===== config.mk =====
export PLATFORM = sky130hd
export DESIGN_NAME = evt_irq_unit
export DESIGN_NICKNAME = d
export VERILOG_FILES = /design/src/rtl/evt_irq_pkg.sv /design/src/rtl/evt_irq_ctrl.sv /design/src/rtl/evt_irq_status.sv /design/src/rtl/evt_irq_sense.sv /design/src/rtl/evt_irq_unit.sv
export SDC_FILE = /design/constraint.sdc
export NUM_CORES = 1
export LEC_CHECK = 0
export BUFFER_PORTS_ARGS = -buffer_cell sky130_fd_sc_hd__buf_2
export CAP_MARGIN = 10
export CORE_UTILIZATION = 30
export DETAILED_ROUTE_END_ITERATION = 16
export REMOVE_ABC_BUFFERS = 1
export SLEW_MARGIN = 5
export SYNTH_ARGS = -nofsm -noshare
export SYNTH_HDL_FRONTEND = slang
export SYNTH_SLANG_ARGS = --single-unit

===== constraint.sdc =====
create_clock -name clk -period 3.8 [get_ports clk]
set_input_delay 0.76 -clock clk [delete_from_list [all_inputs] [get_ports clk]]
set_output_delay 0.76 -clock clk [all_outputs]
set_load 0.1 [all_outputs]

===== src/rtl/evt_irq_pkg.sv =====
// Package: shared constants, sense-style type and bit-placement helpers for
// the interrupt enable/status unit. Assumes a 12-bit register page offset.
package evt_irq_pkg;

    // Output sense style chosen per instance.
    typedef enum logic [1:0] {
        SENSE_LVL_HI = 2'd0,
        SENSE_LVL_LO = 2'd1,
        SENSE_RISE   = 2'd2,
        SENSE_FALL   = 2'd3
    } sense_e;

    localparam int NUM_EV        = 4;
    localparam int WORD_W        = 32;
    localparam int GATE_BIT      = 31;
    localparam int BURST_CAP_BIT = 8;
    localparam int SENSE_CAP_LSB = 3;

    localparam logic [11:0] OFS_ENABLE = 12'h008;
    localparam logic [11:0] OFS_VECTOR = 12'h00C;
    localparam logic [11:0] OFS_STATUS = 12'h010;
    localparam logic [11:0] OFS_CAPS   = 12'h014;

    // Word bit position of compact event index k.
    function automatic int ev_pos(input int k);
        case (k)
            0:       return 0;
            1:       return 1;
            2:       return 2;
            default: return 7;
        endcase
    endfunction

    // Word with a 1 at every event bit position.
    function automatic logic [WORD_W-1:0] ev_word_mask();
        logic [WORD_W-1:0] m;
        m = '0;
        for (int k = 0; k < NUM_EV; k++) m[ev_pos(k)] = 1'b1;
        return m;
    endfunction

    // Idle level of the output for a given sense style.
    function automatic logic sense_idle(input sense_e s);
        return (s == SENSE_LVL_LO) || (s == SENSE_FALL);
    endfunction

    // Whether a sense style produces pulses rather than levels.
    function automatic logic sense_is_edge(input sense_e s);
        return (s == SENSE_RISE) || (s == SENSE_FALL);
    endfunction

endpackage


===== src/rtl/evt_irq_ctrl.sv =====
// Module: enable and line-number registers.
// Holds per-event enables, the global gate and the 8-bit line number.
// Assumes the write selects are already decoded and mutually exclusive.
module evt_irq_ctrl
    import evt_irq_pkg::*;
#(
    parameter int VEC_W = 8
) (
    input  logic                clk_i,
    input  logic                rst_ni,
    input  logic                en_wr_i,
    input  logic                vec_wr_i,
    input  logic [WORD_W-1:0]   wdata_i,
    output logic [NUM_EV-1:0]   ev_en_o,
    output logic                gate_o,
    output logic [VEC_W-1:0]    vec_o,
    output logic [WORD_W-1:0]   en_word_o
);

    logic [NUM_EV-1:0] ev_en_q;
    logic              gate_q;
    logic [VEC_W-1:0]  vec_q;
    logic              unused_wbits;

    assign unused_wbits = ^wdata_i;

    // Enable bits and gate: load on an enable-register write.
    always_ff @(posedge clk_i) begin
        if (!rst_ni) begin
            ev_en_q <= '0;
            gate_q  <= 1'b0;
        end else if (en_wr_i) begin
            for (int k = 0; k < NUM_EV; k++) ev_en_q[k] <= wdata_i[ev_pos(k)];
            gate_q <= wdata_i[GATE_BIT];
        end
    end

    // Line number: load low bits on a vector-register write.
    always_ff @(posedge clk_i) begin
        if (!rst_ni)       vec_q <= '0;
        else if (vec_wr_i) vec_q <= wdata_i[VEC_W-1:0];
    end

    // Readback word: stored bits at their positions, others zero.
    always_comb begin
        en_word_o = '0;
        for (int k = 0; k < NUM_EV; k++) en_word_o[ev_pos(k)] = ev_en_q[k];
        en_word_o[GATE_BIT] = gate_q;
    end

    assign ev_en_o = ev_en_q;
    assign gate_o  = gate_q;
    assign vec_o   = vec_q;

    p_vec_load_r9: assert property (@(posedge clk_i) disable iff (!rst_ni)
        vec_wr_i |=> (vec_q == $past(wdata_i[VEC_W-1:0])));

    p_en_hold_r5: assert property (@(posedge clk_i) disable iff (!rst_ni)
        !en_wr_i |=> ($stable(ev_en_q) && $stable(gate_q)));

endmodule


===== src/rtl/evt_irq_status.sv =====
// Module: sticky event status with write-one-to-clear.
// Event pulses set bits regardless of enables; a set beats a same-cycle clear.
// Assumes events are single-cycle pulses aligned to clk_i.
module evt_irq_status
    import evt_irq_pkg::*;
(
    input  logic                clk_i,
    input  logic                rst_ni,
    input  logic [NUM_EV-1:0]   ev_i,
    input  logic                clr_wr_i,
    input  logic [WORD_W-1:0]   wdata_i,
    output logic [NUM_EV-1:0]   st_o,
    output logic [WORD_W-1:0]   st_word_o
);

    logic [NUM_EV-1:0] st_q;
    logic [NUM_EV-1:0] clr_mask;
    logic              unused_wbits;

    assign unused_wbits = ^wdata_i;

    // Gather the clear request of each event bit from its word position.
    for (genvar k = 0; k < NUM_EV; k++) begin : g_clr
        assign clr_mask[k] = clr_wr_i & wdata_i[ev_pos(k)];
    end

    // Status update: clear requested bits, then set on event.
    always_ff @(posedge clk_i) begin
        if (!rst_ni) st_q <= '0;
        else         st_q <= (st_q & ~clr_mask) | ev_i;
    end

    // Readback word with status bits at their event positions.
    always_comb begin
        st_word_o = '0;
        for (int k = 0; k < NUM_EV; k++) st_word_o[ev_pos(k)] = st_q[k];
    end

    assign st_o = st_q;

    p_ev_sets_r2: assert property (@(posedge clk_i) disable iff (!rst_ni)
        (|ev_i) |=> ((st_q & $past(ev_i)) == $past(ev_i)));

    p_w1c_clears_r3: assert property (@(posedge clk_i) disable iff (!rst_ni)
        (|(clr_mask & ~ev_i)) |=> ((st_q & $past(clr_mask & ~ev_i)) == '0));

    p_set_wins_r4: assert property (@(posedge clk_i) disable iff (!rst_ni)
        (|(clr_mask & ev_i)) |=> ((st_q & $past(clr_mask & ev_i)) == $past(clr_mask & ev_i)));

    p_idle_hold_r3: assert property (@(posedge clk_i) disable iff (!rst_ni)
        (!clr_wr_i && ev_i == '0) |=> $stable(st_q));

endmodule


===== src/rtl/evt_irq_sense.sv =====
// Module: output shaping for the interrupt line.
// Turns the gated "any pending" condition into a level or a one-cycle pulse
// of the polarity chosen by SENSE. Assumes any_i comes from registers.
module evt_irq_sense
    import evt_irq_pkg::*;
#(
    parameter sense_e SENSE = SENSE_LVL_HI
) (
    input  logic clk_i,
    input  logic rst_ni,
    input  logic any_i,
    output logic irq_o
);

    localparam logic IDLE = sense_idle(SENSE);

    if (sense_is_edge(SENSE)) begin : g_edge
        logic prev_q;
        logic pulse;

        // Remember the previous condition to detect its rising transition.
        always_ff @(posedge clk_i) begin
            if (!rst_ni) prev_q <= 1'b0;
            else         prev_q <= any_i;
        end

        assign pulse = any_i & ~prev_q;
        assign irq_o = pulse ^ IDLE;

        p_one_shot_r8: assert property (@(posedge clk_i) disable iff (!rst_ni)
            (irq_o != IDLE) |=> (irq_o == IDLE));
    end else begin : g_level
        logic unused_lvl;
        assign unused_lvl = clk_i ^ rst_ni;
        assign irq_o = any_i ^ IDLE;
    end

endmodule


===== src/rtl/evt_irq_unit.sv =====
// Module: top of the interrupt enable/status unit.
// Decodes the register port, gathers event pulses, combines status with
// enables and the gate, and drives the shaped interrupt line.
// Assumes single-cycle writes and combinational reads with no side effects.
module evt_irq_unit
    import evt_irq_pkg::*;
#(
    parameter int     ADDR_W       = 12,
    parameter int     VEC_W        = 8,
    parameter sense_e SENSE        = SENSE_LVL_HI,
    parameter bit     BURST_STATIC = 1'b1
) (
    input  logic              clk,
    input  logic              rst_n,
    input  logic [ADDR_W-1:0] bus_addr,
    input  logic              bus_wr,
    input  logic [31:0]       bus_wdata,
    output logic [31:0]       bus_rdata,
    input  logic              ev_data_avail,
    input  logic              ev_sts_valid,
    input  logic              ev_loc_change,
    input  logic              ev_cmd_ready,
    output logic              irq_out
);

    localparam logic IDLE = sense_idle(SENSE);
    localparam logic [WORD_W-1:0] CAPS_WORD =
        ev_word_mask()
        | (WORD_W'(1) << (SENSE_CAP_LSB + int'(SENSE)))
        | (WORD_W'(BURST_STATIC) << BURST_CAP_BIT);

    logic              hit_en, hit_vec, hit_st, hit_caps;
    logic [NUM_EV-1:0] ev_vec, ev_en, st;
    logic              gate, any_pend;
    logic [VEC_W-1:0]  vec;
    logic [WORD_W-1:0] en_word, st_word;

    // Address decode of the four mapped offsets.
    assign hit_en   = (bus_addr == ADDR_W'(OFS_ENABLE));
    assign hit_vec  = (bus_addr == ADDR_W'(OFS_VECTOR));
    assign hit_st   = (bus_addr == ADDR_W'(OFS_STATUS));
    assign hit_caps = (bus_addr == ADDR_W'(OFS_CAPS));

    assign ev_vec = {ev_cmd_ready, ev_loc_change, ev_sts_valid, ev_data_avail};

    evt_irq_ctrl #(.VEC_W(VEC_W)) u_ctrl (
        .clk_i     (clk),
        .rst_ni    (rst_n),
        .en_wr_i   (bus_wr & hit_en),
        .vec_wr_i  (bus_wr & hit_vec),
        .wdata_i   (bus_wdata),
        .ev_en_o   (ev_en),
        .gate_o    (gate),
        .vec_o     (vec),
        .en_word_o (en_word)
    );

    evt_irq_status u_status (
        .clk_i     (clk),
        .rst_ni    (rst_n),
        .ev_i      (ev_vec),
        .clr_wr_i  (bus_wr & hit_st),
        .wdata_i   (bus_wdata),
        .st_o      (st),
        .st_word_o (st_word)
    );

    // Pending condition: gate on and some enabled status bit set.
    assign any_pend = gate & |(st & ev_en);

    evt_irq_sense #(.SENSE(SENSE)) u_sense (
        .clk_i  (clk),
        .rst_ni (rst_n),
        .any_i  (any_pend),
        .irq_o  (irq_out)
    );

    // Read mux: one register per mapped offset, zero elsewhere.
    always_comb begin
        bus_rdata = '0;
        if (hit_en)   bus_rdata = en_word;
        if (hit_vec)  bus_rdata = WORD_W'(vec);
        if (hit_st)   bus_rdata = st_word;
        if (hit_caps) bus_rdata = CAPS_WORD;
    end

    p_gate_masks_r6: assert property (@(posedge clk) disable iff (!rst_n)
        !gate |-> (irq_out == IDLE));

    if (!sense_is_edge(SENSE)) begin : g_lvl_chk
        p_level_follow_r7: assert property (@(posedge clk) disable iff (!rst_n)
            (gate && (st & ev_en) != '0) |-> (irq_out != IDLE));
    end

endmodule


* After elaboration in Yosys (flattened, before gate mapping)
Index checks and enable logic that the tools add are counted.
** Storage, ports and cells
- Register bits after elaboration :: 17
- Latch bits :: 0
- RAM bits :: 0
- Memory bits (read-only) :: 0
- Bits of input ports :: 51
- Word-level logic and storage cells :: 49
- Memories kept :: 0
** Operators by class
- Add/sub/neg operators :: 0
- Multipliers :: 0
- Divide/modulo/power cells :: 0
- Order comparisons :: 4
- Equality and inequality tests :: 4
- Shifts and indexed selects :: 0
- Mux-type cells :: 24
- Bitwise operators :: 12
- Reductions and logical operators :: 1
** Operators by type and width (count)
- two-way mux 32 bit :: 12
- less-than comparator 32 x 7 -> 1 bit, second input constant :: 4
- equality test 12 x 4 -> 1 bit, second input constant :: 2
- equality test 12 x 5 -> 1 bit, second input constant :: 2
- binary-select mux 1 bit (select 5 bit) :: 4
- bitwise AND 1 bit :: 8
- bitwise AND 4 bit :: 2
- two-way mux 1 bit :: 8
- inverter 4 bit :: 1
- OR 4 bit :: 1
- OR reduction 4 bit :: 1

* Logic depth before layout (Yosys ltp)
- Depth in word-level cells :: 7
- Mapped depth :: 5

* Modules after synthesis
A second synthesis with hierarchy kept.
** Second synthesis, totals
- Cells, all modules :: 235
- Area total of the unflattened synthesis :: 1783.0 µm²
** Modules (own cells, without submodules)
- evt_irq_ctrl :: instances 1, cells each 75, area an instance 739.5 µm², seq. area each 260.2 µm²
- evt_irq_unit :: instances 1, cells each 110, area an instance 651.9 µm², seq. area each 0.0 µm²
- evt_irq_status :: instances 1, cells each 49, area an instance 384.1 µm², seq. area each 80.1 µm²
- evt_irq_sense :: instances 1, cells each 1, area an instance 7.5 µm², seq. area each 0.0 µm²

* Least setup slack after synthesis
OpenSTA, ideal clock, no wires.
- Path type :: flip-flop to output port
- Start :: reg u_ctrl.ev_en_q[0], in the netlist u_ctrl.ev_en_o[0]
- End :: out irq_out
- Arrival time :: 2598 ps
- Setup slack :: 442 ps
- Cell stages (with the launch flop) :: 3
- Cell sequence :: dfxtp_1 a22oi_1 a21boi_0
** Between the ends
- Word-level cells in the longest chain between the ends :: 3
** Ends and longest elaborated chain
- from (decl) :: RTL line evt_irq_ctrl.sv:20 : logic [NUM_EV-1:0] ev_en_q;
- from (signal assigned) :: RTL line evt_irq_ctrl.sv:30 : ev_en_q <= '0;
- bitwise AND 4 bit :: RTL line evt_irq_unit.sv:69 : assign any_pend = gate & |(st & ev_en);
- OR reduction 4 bit :: RTL line evt_irq_unit.sv:69
- bitwise AND 1 bit :: RTL line evt_irq_unit.sv:69
- to (decl) :: RTL line evt_irq_unit.sv:23 : output logic irq_out
Every way passes these cells.

* Final worst setup path
- Start :: in bus_addr[11]
- End :: out bus_rdata[4]
** Between the ends
- Word-level cells in the longest chain between the ends :: 4
- Elaborated cells between the ends (all ways) :: 6
** Ends and longest elaborated chain
- from (decl) :: RTL line evt_irq_unit.sv:15 : input logic [ADDR_W-1:0] bus_addr,
- equality test 12 x 4 -> 1 bit :: RTL line evt_irq_unit.sv:40 : assign hit_vec = (bus_addr == ADDR_W'(OFS_VECTOR));
- two-way mux 32 bit :: RTL line evt_irq_unit.sv:82 : if (hit_vec) bus_rdata = WORD_W'(vec);
- two-way mux 32 bit :: RTL line evt_irq_unit.sv:83 : if (hit_st) bus_rdata = st_word;
- two-way mux 32 bit * :: RTL line evt_irq_unit.sv:84 : if (hit_caps) bus_rdata = CAPS_WORD;
- to (decl) :: RTL line evt_irq_unit.sv:18 : output logic [31:0] bus_rdata,
Mark *: on every way between the ends. The rest lies on a longest branch, timed or not.

==> impl_metrics.sql <==
INSERT INTO impl_metrics (metric_group, metric, value, unit) VALUES
('outcome', 'result_of_the_run', 'complete, no violations', ''),
('layout', 'nets', '222', ''),
('detailed_routing', 'totalWireLength', '2330', 'um'),
('synthesis', 'synth.avg_cell_area', '8.46', 'um^2'),
('synthesis', 'yosys_warnings', '0', ''),
('setup_path', 'rr_startpoint', 'u_status.st_o[0]$_SDFF_PN0_', ''),
('min_path', 'worst_hold_path.endpoint', 'u_ctrl.vec_o[7]$_SDFFE_PN0P_', ''),
('timing', 'worst_clock_skew', '0', 'ns'),
('synthesis', 'yosys.area.top_type_share', '29.8', '%'),
('setup_path', 'startpoint_type', 'primary input', ''),
('timing', 'final_period_minus_worst_setup_slack', '3.22', 'ns'),
('setup_path', 'slowest_stage', 'sky130_fd_sc_hd__or4_1', ''),
('synthesis', 'synthMostInstantiatedCell', 'sky130_fd_sc_hd__buf_4', ''),
('layout', 'syn2layout_area_growth', '15.9', '%'),
('layout', 'num_antenna_cells', '0', ''),
('timing', 'rsz_0062_raised_after_global_routing', 'no', ''),
('clock_network', 'clock_sink_count', '17', ''),
('detailed_routing', 'num_vias', '964', ''),
('synthesis', 'netlist_top_cells_area', 'sky130_fd_sc_hd__dfxtp_1 30%, sky130_fd_sc_hd__buf_4 15%, sky130_fd_sc_hd__mux2i_1 15%, sky130_fd_sc_hd__nand2_1 7.2%, sky130_fd_sc_hd__nor4_4 3.7%', ''),
('clock_network', 'h-tree-depth', '1', ''),
('global_route', 'grt_antenna_before_repair', '0', ''),
('global_route', 'grt_pass1_wl', '3850', 'um'),
('synthesis', 'synth_seq_area_share', '29.8', '%'),
('floorplanning', 'fp.dieW', '63.7', 'um'),
('min_path', 'hold_path_class', 'register to register', ''),
('setup_path', 'timing.critical_path.to_type', 'primary output', ''),
('setup_path', 'worst_path_dominant_cell_family', 'simple AND/OR/NAND/NOR gates', ''),
('timing', 'setup_viol_count_final', '0', ''),
('layout', 'drive_above_1_share', '27.6', '%'),
('floorplanning', 'num_io_pins', '84', ''),
('setup_path', 'worstPathBufferInverterCount', '3', ''),
('timing', 'tightest_slew', '0.731', 'ns'),
('clock_network', 'number_of_buffers_created_by_cts', '3', ''),
('global_route', 'globalRouteOverflowTotal', '0', ''),
('placement', 'dp_cells', '214', ''),
('synthesis', 'yosys-top-cells-count', '23 x sky130_fd_sc_hd__buf_4, 22 x sky130_fd_sc_hd__nand2_1, 17 x sky130_fd_sc_hd__dfxtp_1, 17 x sky130_fd_sc_hd__mux2i_1', ''),
('clock_network', 'cts_max_path_buffers', '2', ''),
('global_route', 'grt_max_degree', '27', ''),
('timing', 'final_min_period_over_clock_period', '84.6', '%'),
('setup_path', 'worst_endpoint_data_arrival_time', '2.46', 'ns'),
('setup_path', 'worstPathRequired', '3.04', 'ns'),
('synthesis', 'yosys_most_used_dff', 'sky130_fd_sc_hd__dfxtp_1', ''),
('placement', 'place.port_buffers', '38', ''),
('layout', 'filler_cell_count_in_the_final_layout', '390', ''),
('clock_network', 'holdBufCountCts', '0', ''),
('detailed_routing', 'route.detailed.drc', '0', ''),
('synthesis', 'synth_enable_flop_cells', '0', ''),
('detailed_routing', 'ant_nets', '0', ''),
('placement', 'globalplace.congestion', '0.790', ''),
('detailed_routing', 'vias_per_cell', '4.42', ''),
('clock_network', 'cts_repair_resize_count', '0', ''),
('clock_network', 'buffers_inserted_during_post_cts_setup_optimization', '0', ''),
('timing', 'worst_slew_slack_as_a_fraction_of_its_limit', '50.9', '%'),
('setup_path', 'critPathKind', 'primary input to primary output', ''),
('setup_path', 'cp_max_fo', '10', ''),
('placement', 'hpwl', '1770', 'um'),
('clock_network', 'clk_pin_slew', '0.06', 'ns'),
('timing', 'max_freq', '0.311', 'GHz'),
('setup_path', 'reg2reg_depth', '2', ''),
('floorplanning', 'core_region_area', '0.00366', 'mm^2'),
('setup_path', 'crit_path_frequent_cell', 'sky130_fd_sc_hd__buf_2', ''),
('global_route', 'grt_util_all_layers', '12.3', '%'),
('floorplanning', 'effective_utilization_at_floorplan', '31.2', '%'),
('detailed_routing', 'firstDrtPassIters', '4', ''),
('layout', 'instances_no_fill', '218', ''),
('power', 'irDropWorstVdd', '0.130', 'mV'),
('synthesis', 'synthesis.area', '0.00114', 'mm^2'),
('clock_network', 'cts.root.buffer_cell', 'sky130_fd_sc_hd__clkbuf_8', ''),
('clock_network', 'clock_latency', '0.25', 'ns'),
('power', 'leakage_component_of_the_power', '0.610', 'nW'),
('floorplanning', 'full_die_area', '0.00406', 'mm^2');
-- through the flow --
step	power, W	setup slack (ns)	utilization (%)	hold slack [ns]	cell area, um^2
global route	0.000472	0.502	36.2	0.472	1320
floorplan	0.000296	0.442	-	0.431	1010
finish	0.000453	0.584	36.2	0.455	1320
CTS	0.000459	0.573	36.2	0.459	1320
global placement	0.000322	0.581	34.9	0.444	1280
detailed placement	0.000323	0.585	34.9	0.450	1280
-- worst max-delay path by stage --
stage                                   start  cells past startpoint  slack (ns)      endpoint
2_1_floorplan  u_ctrl.ev_en_o[0]$_SDFFE_PN0P_                      2        0.44       irq_out
3_3_place_gp                     bus_addr[11]                      6        0.58  bus_rdata[6]
3_5_place_dp                     bus_addr[11]                      6        0.59  bus_rdata[6]
4_1_cts                          bus_addr[11]                      6        0.57  bus_rdata[6]
5_1_grt                          bus_addr[11]                      6        0.50  bus_rdata[6]
6_report                         bus_addr[11]                      6        0.58  bus_rdata[4]
-- cell families after synthesis --
family / share of synthesized area (%)
buf+inv: 19.5
other cells: 0.328
simple gates: 26.9
flops: 29.8
compound gates: 8.54
mux: 14.9
-- power breakdown --
part           internal (W)  total, W  switching, W
sequential         0.000181  0.000184    0.00000243
combinational     0.0000183  0.000135      0.000116
clock             0.0000745  0.000135     0.0000604
-- placed cells by master, fill, tap and decap left out --
cell type | netlist | final
sky130_fd_sc_hd__or4bb_1 | 2 | 2
sky130_fd_sc_hd__a31oi_1 | 4 | 4
sky130_fd_sc_hd__dfxtp_1 | 17 | 17
sky130_fd_sc_hd__or4_4 | 1 | 1
sky130_fd_sc_hd__a21boi_0 | 1 | 1
sky130_fd_sc_hd__a22oi_1 | 2 | 2
sky130_fd_sc_hd__o22ai_1 | 4 | 4
sky130_fd_sc_hd__nor4_1 | 1 | 1
sky130_fd_sc_hd__and3b_1 | 1 | 1
sky130_fd_sc_hd__nand2b_1 | 2 | 2
sky130_fd_sc_hd__nor2b_1 | 2 | 2
sky130_fd_sc_hd__conb_1 | 1 | 22
sky130_fd_sc_hd__buf_4 | 23 | 2
sky130_fd_sc_hd__inv_1 | 4 | 4
sky130_fd_sc_hd__mux2i_1 | 17 | 17
sky130_fd_sc_hd__nand4b_1 | 1 | 1
sky130_fd_sc_hd__clkbuf_1 | 5 | 1
sky130_fd_sc_hd__and2_1 | 4 | 4
sky130_fd_sc_hd__or4_1 | 1 | 1
sky130_fd_sc_hd__nor2_1 | 5 | 5
sky130_fd_sc_hd__buf_2 | 1 | 38
sky130_fd_sc_hd__nor3_2 | 1 | 1
sky130_fd_sc_hd__and4_1 | 3 | 3
sky130_fd_sc_hd__o21ai_0 | 4 | 4
sky130_fd_sc_hd__and3_1 | 2 | 2
sky130_fd_sc_hd__a21oi_1 | 1 | 1
sky130_fd_sc_hd__nand2_1 | 22 | 22
sky130_fd_sc_hd__nor4_4 | 2 | 2
sky130_fd_sc_hd__clkbuf_8 | 0 | 3
-- final cells by class --
class                           count  area, um^2  share of cell area (%)
Timing Repair Buffer               40         205                    15.5
Tap cell                           48        60.1                    4.54
Clock buffer                        4        45.0                    3.40
Inverter                            4        15.0                    1.13
Sequential cell                    17         340                    25.7
Multi-Input combinational cell    105         658                    49.7
-- flip-flops by register name (all words and copies together), names as in the netlist --
| signal | cells |
|---|---|
| u_ctrl.vec_o | 8 |
| u_status.st_o | 4 |
| u_ctrl.ev_en_o | 4 |
| u_ctrl.gate_o | 1 |
-- worst min-delay path: cells and delay by family (launching register included) --
kind / cells / cell delay (ns)
simple gates: 1 / 0.05
flops: 1 / 0.31
mux: 1 / 0.05
-- routing by layer --
layer / GRT usage (%) / part of all wire, % / up-vias
met4: 7.95 / 3.1 / 0
met3: 2.36 / 5.5 / 7
li1: - / - / 493
met5: 0 / 0 / -
met2: 21.0 / 47 / 38
met1: 13.8 / 44 / 426
Note: power is estimated with default switching activity, not from simulation.
